<file path="src/rtl/plink_pkg.sv">
package plink_pkg;
  typedef enum logic {
    CLS_REQ = 1'b0,
    CLS_RSP = 1'b1
  } msg_class_e;

  localparam int NUM_CLASSES = 2;
endpackage

</file>
<file path="src/rtl/msg_fifo.sv">
module msg_fifo #(
  parameter int WIDTH = 24,
  parameter int DEPTH = 4
) (
  input  logic             clk,
  input  logic             rst_n,
  input  logic             push,
  input  logic [WIDTH-1:0] push_data,
  input  logic             pop,
  output logic [WIDTH-1:0] head_data,
  output logic             empty,
  output logic             full
);
  localparam int PTR_W = (DEPTH > 1) ? $clog2(DEPTH) : 1;
  localparam int CNT_W = $clog2(DEPTH + 1);
  localparam logic [PTR_W-1:0] LAST = PTR_W'(DEPTH - 1);
  localparam logic [CNT_W-1:0] FULL_CNT = CNT_W'(DEPTH);

  logic [WIDTH-1:0] slots [DEPTH];
  logic [PTR_W-1:0] wr_ptr, rd_ptr;
  logic [CNT_W-1:0] used;
  logic             do_push, do_pop;

  assign empty     = (used == '0);
  assign full      = (used == FULL_CNT);
  assign do_push   = push && !full;
  assign do_pop    = pop && !empty;
  assign head_data = slots[rd_ptr];

  always_ff @(posedge clk or negedge rst_n) begin
    if (!rst_n) begin
      wr_ptr <= '0;
      rd_ptr <= '0;
      used   <= '0;
    end else begin
      if (do_push) wr_ptr <= (wr_ptr == LAST) ? '0 : wr_ptr + 1'b1;
      if (do_pop)  rd_ptr <= (rd_ptr == LAST) ? '0 : rd_ptr + 1'b1;
      case ({do_push, do_pop})
        2'b10:   used <= used + 1'b1;
        2'b01:   used <= used - 1'b1;
        default: used <= used;
      endcase
    end
  end

  always_ff @(posedge clk) begin
    if (do_push) slots[wr_ptr] <= push_data;
  end
endmodule

</file>
<file path="src/rtl/class_steer.sv">
module class_steer
  import plink_pkg::*;
(
  input  logic in_valid,
  input  logic in_class,
  input  logic rsp_full,
  input  logic req_full,
  output logic in_ready_rsp,
  output logic in_ready_req,
  output logic push_rsp,
  output logic push_req
);
  logic is_rsp;

  assign is_rsp       = (msg_class_e'(in_class) == CLS_RSP);
  assign in_ready_rsp = !rsp_full;
  assign in_ready_req = !req_full;
  assign push_rsp     = in_valid && is_rsp && !rsp_full;
  assign push_req     = in_valid && !is_rsp && !req_full;
endmodule

</file>
<file path="src/rtl/head_select.sv">
module head_select
  import plink_pkg::*;
#(
  parameter int WIDTH = 24
) (
  input  logic             rsp_empty,
  input  logic             req_empty,
  input  logic [WIDTH-1:0] rsp_head,
  input  logic [WIDTH-1:0] req_head,
  input  logic             out_ready,
  output logic             out_valid,
  output logic             out_class,
  output logic [WIDTH-1:0] out_msg,
  output logic             pop_rsp,
  output logic             pop_req
);
  logic pick_rsp;

  always_comb begin
    pick_rsp  = !rsp_empty;
    out_valid = !rsp_empty || !req_empty;
    out_class = pick_rsp ? logic'(CLS_RSP) : logic'(CLS_REQ);
    out_msg   = pick_rsp ? rsp_head : req_head;
    pop_rsp   = out_ready && pick_rsp;
    pop_req   = out_ready && !pick_rsp && !req_empty;
  end
endmodule

</file>
<file path="src/rtl/prio_msg_link.sv">
module prio_msg_link
  import plink_pkg::*;
#(
  parameter int ADDR_W    = 8,
  parameter int DATA_W    = 16,
  parameter int RSP_DEPTH = 4,
  parameter int REQ_DEPTH = 4
) (
  input  logic              clk,
  input  logic              rst_n,
  input  logic              in_valid,
  input  logic              in_class,
  input  logic [ADDR_W-1:0] in_addr,
  input  logic [DATA_W-1:0] in_data,
  output logic              in_ready_rsp,
  output logic              in_ready_req,
  output logic              out_valid,
  output logic              out_class,
  output logic [ADDR_W-1:0] out_addr,
  output logic [DATA_W-1:0] out_data,
  input  logic              out_ready
);
  localparam int MSG_W = ADDR_W + DATA_W;

  logic [MSG_W-1:0] in_msg, out_msg;
  logic [NUM_CLASSES-1:0] q_push, q_pop, q_empty, q_full;
  logic [MSG_W-1:0] q_head [NUM_CLASSES];

  assign in_msg = {in_addr, in_data};

  class_steer u_steer (
    .in_valid    (in_valid),
    .in_class    (in_class),
    .rsp_full    (q_full[CLS_RSP]),
    .req_full    (q_full[CLS_REQ]),
    .in_ready_rsp(in_ready_rsp),
    .in_ready_req(in_ready_req),
    .push_rsp    (q_push[CLS_RSP]),
    .push_req    (q_push[CLS_REQ])
  );

  for (genvar c = 0; c < NUM_CLASSES; c++) begin : g_queue
    localparam int QD = (c == int'(CLS_RSP)) ? RSP_DEPTH : REQ_DEPTH;
    msg_fifo #(
      .WIDTH(MSG_W),
      .DEPTH(QD)
    ) u_fifo (
      .clk      (clk),
      .rst_n    (rst_n),
      .push     (q_push[c]),
      .push_data(in_msg),
      .pop      (q_pop[c]),
      .head_data(q_head[c]),
      .empty    (q_empty[c]),
      .full     (q_full[c])
    );
  end

  head_select #(
    .WIDTH(MSG_W)
  ) u_select (
    .rsp_empty(q_empty[CLS_RSP]),
    .req_empty(q_empty[CLS_REQ]),
    .rsp_head (q_head[CLS_RSP]),
    .req_head (q_head[CLS_REQ]),
    .out_ready(out_ready),
    .out_valid(out_valid),
    .out_class(out_class),
    .out_msg  (out_msg),
    .pop_rsp  (q_pop[CLS_RSP]),
    .pop_req  (q_pop[CLS_REQ])
  );

  assign out_addr = out_msg[MSG_W-1:DATA_W];
  assign out_data = out_msg[DATA_W-1:0];
endmodule

</file>
<file path="config.mk">
export PLATFORM = sky130hd
export DESIGN_NAME = prio_msg_link
export DESIGN_NICKNAME = d
export VERILOG_FILES = /design/src/rtl/plink_pkg.sv /design/src/rtl/msg_fifo.sv /design/src/rtl/class_steer.sv /design/src/rtl/head_select.sv /design/src/rtl/prio_msg_link.sv
export SDC_FILE = /design/constraint.sdc
export NUM_CORES = 1
export LEC_CHECK = 0
export ABC_CLOCK_PERIOD_IN_PS = 7200
export BUFFER_PORTS_ARGS = -buffer_cell sky130_fd_sc_hd__buf_4
export CORE_AREA = 2 2 128 130
export CTS_CLUSTER_SIZE = 12
export DETAILED_ROUTE_END_ITERATION = 10
export DIE_AREA = 0 0 130 132
export PLACE_DENSITY = 0.72
export SLEW_MARGIN = 30
export SYNTH_ARGS = -nofsm -noshare
export SYNTH_HDL_FRONTEND = slang
export SYNTH_HIERARCHICAL = 1
export SYNTH_SLANG_ARGS = --single-unit
</file>
<file path="constraint.sdc">
create_clock -name clk -period 7.2 [get_ports clk]
set_input_delay 0.72 -clock clk [delete_from_list [all_inputs] [get_ports clk]]
set_output_delay 0.72 -clock clk [all_outputs]
set_load 0.1 [all_outputs]
</file>
# Word-level counts from Yosys, hierarchy flattened
# Memories as Yosys holds them, arrays and structs flattened.
# Index checks and enable logic that the tools add are counted.
dict set report classes {
  add_sub_neg 8
  eq_ne 10
  muxes 12
  n_reduce_logical 21
}
# operator n
set ops {}
lappend ops {{24-bit 2-to-1 mux} 1}
lappend ops {{2-bit equality test (second input constant)} 6}
lappend ops {{3-bit case mux with 2 select lines} 2}
lappend ops {{1-bit logical AND} 11}
lappend ops {{2-bit by 1-bit adder with 2-bit output (second input constant)} 4}
lappend ops {{2-bit 2-to-1 mux} 4}
lappend ops {{3-bit by 1-bit adder with 3-bit output (second input constant)} 2}
lappend ops {{3-bit equality test (second input constant)} 2}
lappend ops {{3-bit logical NOT} 2}
lappend ops {{3-bit by 1-bit subtractor with 3-bit output (second input constant)} 2}
lappend ops {{1-bit logical NOT} 5}
lappend ops {{1-bit 2-to-1 mux} 5}
lappend ops {{2-bit by 1-bit equality test with 1-bit output (second input constant)} 2}
lappend ops {{2-bit nonzero test} 2}
lappend ops {{1-bit logical OR} 1}
dict set report totals {
  regBits 14
  ramBits 192
  inputBits 29
  wordCells 59
  n_memories 2
}
# name words word_bits rd rd_clocked_by_memory_dff wr line_no
set mem_list {}
lappend mem_list {{g_queue[0].u_fifo.slots} 4 24 1 0 1 msg_fifo.sv:19} ;# logic [WIDTH-1:0] slots [DEPTH];
lappend mem_list {{g_queue[1].u_fifo.slots} 4 24 1 0 1 msg_fifo.sv:19}

# Logic depth before layout (Yosys ltp)
dict set report depth {
  ltp_word 6
  ltp_mapped 12
}

# Cells and area by module
# The synthesis kept the hierarchy.
# module n_inst cells_each area_per_inst_um2 seq_area_each_um2
set modules_own_cells {}
lappend modules_own_cells {msg_fifo 2 166 3958.8 3057.9}
lappend modules_own_cells {head_select 1 31 395.4 0.0}
lappend modules_own_cells {class_steer 1 4 28.8 0.0}

# Worst setup path before layout
# Ideal clock, no wire load.
dict set report synth_path {
  path_type {reg-to-output}
  start {register g_queue[0].u_fifo.rd_ptr[0]}
  end {output port out_addr[6]}
  t_arrival_ns 1.608
  required_time_ns 6.480
  slack_ns 4.872
  path_stages_with_launch 5
  path_cell_list {dfrtp_1 buf_6 buf_12 mux4_2 mux2_2}
}
# element line_no
set synth_lines {}
lappend synth_lines {{start, declared} msg_fifo.sv:20} ;# logic [PTR_W-1:0] wr_ptr, rd_ptr;
lappend synth_lines {{start signal, assigned} msg_fifo.sv:37} ;# if (do_pop) rd_ptr <= (rd_ptr == LAST) ? '0 : rd_ptr + 1'b1;
lappend synth_lines {{end, declared} prio_msg_link.sv:19} ;# output logic [ADDR_W-1:0] out_addr,

==> reports/results.tsv <==
metric	value	unit
outcome	finished, final reports clean	
Hold Fails Final Rpt	0	
initial detailed-routing violation count	390	
synth unique cells	24	
CTS buffer count	22	
worst-path cell with the longest stage delay	dfrtp_1	
ratio of cells with drive above 1 in the final layout	37.0	%
CTS clk-pin slew, worst paths	60	ps
top cell type's share of synthesized area	69.1	%
Syn. warnings	6	
R2R Path Start	g_queue[1].u_fifo/used[0]	
post-CTS setup buffer count	0	
IO Count	57	
post-layout minimum cycle time	3170	ps
Routed WL	14.8	mm
total grt overflow	0	
worst hold-check path type	in -> async	
main area contributors after synthesis	edfxtp_1 69%, mux4_2 9.7%, dfrtp_1 4.2%	
sequential fraction of the synthesis area	73.3	%
drt first pass iters	4	
clock root buffer	clkbuf_16	
Core Rows	46	
Area Overhead vs Synth	14.9	%
Mapped Cells	367	
first-pass GRT wire length	22.7	mm
most common cell after layout, fill and taps aside	edfxtp_1	
Port Buf Inserts	56	
initial antenna violation count	0	
most frequent CP cell	buf_4	
Worst Path Max Fanout	15	
vias in the first global route	3864	
worst-margin pin slew	805	ps
Setup TNS	0	ps
Clock Sinks	206	
die width	130	um
Worst Path Required	6480	ps
# diodes	0	
gp weighted congestion	0.676	
Crit Path Class	reg -> out	
Final #Nets	484	
RSZ-0062 raised after global routing	no	
wire length per cell	22.1	um
Worst Setup End Kind	primary output	
post-detail-place hpwl	8.26	mm
Slew Limit Fails	0	
drt drc	0	
CTS resizes	0	
syn nets	410	
CP Cell Sequence	buf_4 -> mux4_2 -> mux2_2 -> buf_4	
Chip Height	132	um
synthesized area	8340	um^2
clock latency at the later pin of the worst-skew pair	490	ps
Synth Register Bits	206	
clock buffer depth	3	
Slew Limit Headroom	46.3	%
Slowest Stage Delay on Critical Path	680	ps
final setup vio count	0	
Initial Utilization	53.1	%
CTS tree	yes	
fin crit share	44.1	%
WP buf/inv	2	
Util after Layout	61.0	%
DRT antenna net count	0	
commonest non-fill, non-tap cells in the layout	192 x edfxtp_1, 65 x buf_4, 36 x mux4_2, 23 x clkbuf_16, 17 x inv_1	
Via Count	3745	
GRT Overall Usage	17.8	%
Max Cap Violations	0	
CP top delay family	flip-flops	
largest net degree at the start of global routing	30	
clock skew	7.28	ps
Fmax	315	MHz
critical path arrival	2450	ps
CP Launch Type	flop	
Hold Buf Count CTS	0	
vias per cell	5.59	
Core ar.	15700	um^2
die area	17200	um^2
dominant cell type by area after synthesis	edfxtp_1	
mean post-synth cell area	22.7	um^2
H-tree levels	1	
crit path from	g_queue[0].u_fifo/rd_ptr[1]	
-- cells by family after synthesis --
kind of cell / count (synthesis) / share of synthesized area (%)
simple gates: 27 / 2.13
fa+ha+maj: 14 / 2.28
xor+xnor: 6 / 0.630
buf+inv: 32 / 2.86
mux: 82 / 18.8
flops: 206 / 73.3
-- cells in the mapped netlist, drive strengths merged --
library cell,n
fa,2
mux4,48
and2,8
inv,17
nand2,1
nor2b,3
dfrtp,14
and3b,2
edfxtp,192
mux2i,2
xor2,4
mux2,32
ha,12
nor3b,3
buf,15
nor3,2
nand2b,2
nor2,6
xnor2,2
-- state kept, by name (all words and copies together), names as in the netlist --
name / flops
g_queue.u_fifo/used: 6
g_queue.u_fifo/wr_ptr: 4
g_queue.u_fifo/slots: 192
g_queue.u_fifo/rd_ptr: 4
-- cell type report --
cell class / instances / area [um^2]
multi-input combinational: 129 / 1990
clock buffer: 34 / 627
sequential: 206 / 6120
tap: 216 / 270
timing repair buffer: 65 / 488
clock inverter: 3 / 16.3
fill: 1091 / 6130
inverter: 17 / 63.8
-- path summary, 6_finish.rpt --
kind	to	slack (ps)	cells past startpoint
worst min-delay path	g_queue[1].u_fifo/rd_ptr[0]	80	1
worst max register to register	g_queue[0].u_fifo/used[2]	4500	11
max in group asynchronous	g_queue[0].u_fifo/rd_ptr[0]	6920	1
worst min register to register	g_queue[0].u_fifo/used[2]	490	1
min in group clk	g_queue[0].u_fifo/slots[2][1]	460	1
worst max-delay path	out_data[3]	4030	4
-- metal layers --
metal / track usage [%] / wire length (um)
met1: 25.4 / 6180
met2: 28.4 / 7510
met3: 3.41 / 908
met4: 5.14 / 223
met5: 0 / 0
-- metrics by stage --
| step | area (um^2) | cells | worst slack (ps) | hold slack [ps] |
|---|---|---|---|---|
| after floorplan | 8340 | 367 | 4870 | 424 |
| after global placement | 8930 | 633 | 4310 | 472 |
| after detailed placement | 8930 | 633 | 4280 | 477 |
| after CTS | 9580 | 670 | 3770 | 67.8 |
| after global routing | 9580 | 670 | 3920 | 71.5 |
| final | 9580 | 670 | 4030 | 79.0 |
Power is left out: the tool's default activity adds up to more than one toggle a clock period on the data nets, which glitch-free logic cannot reach.
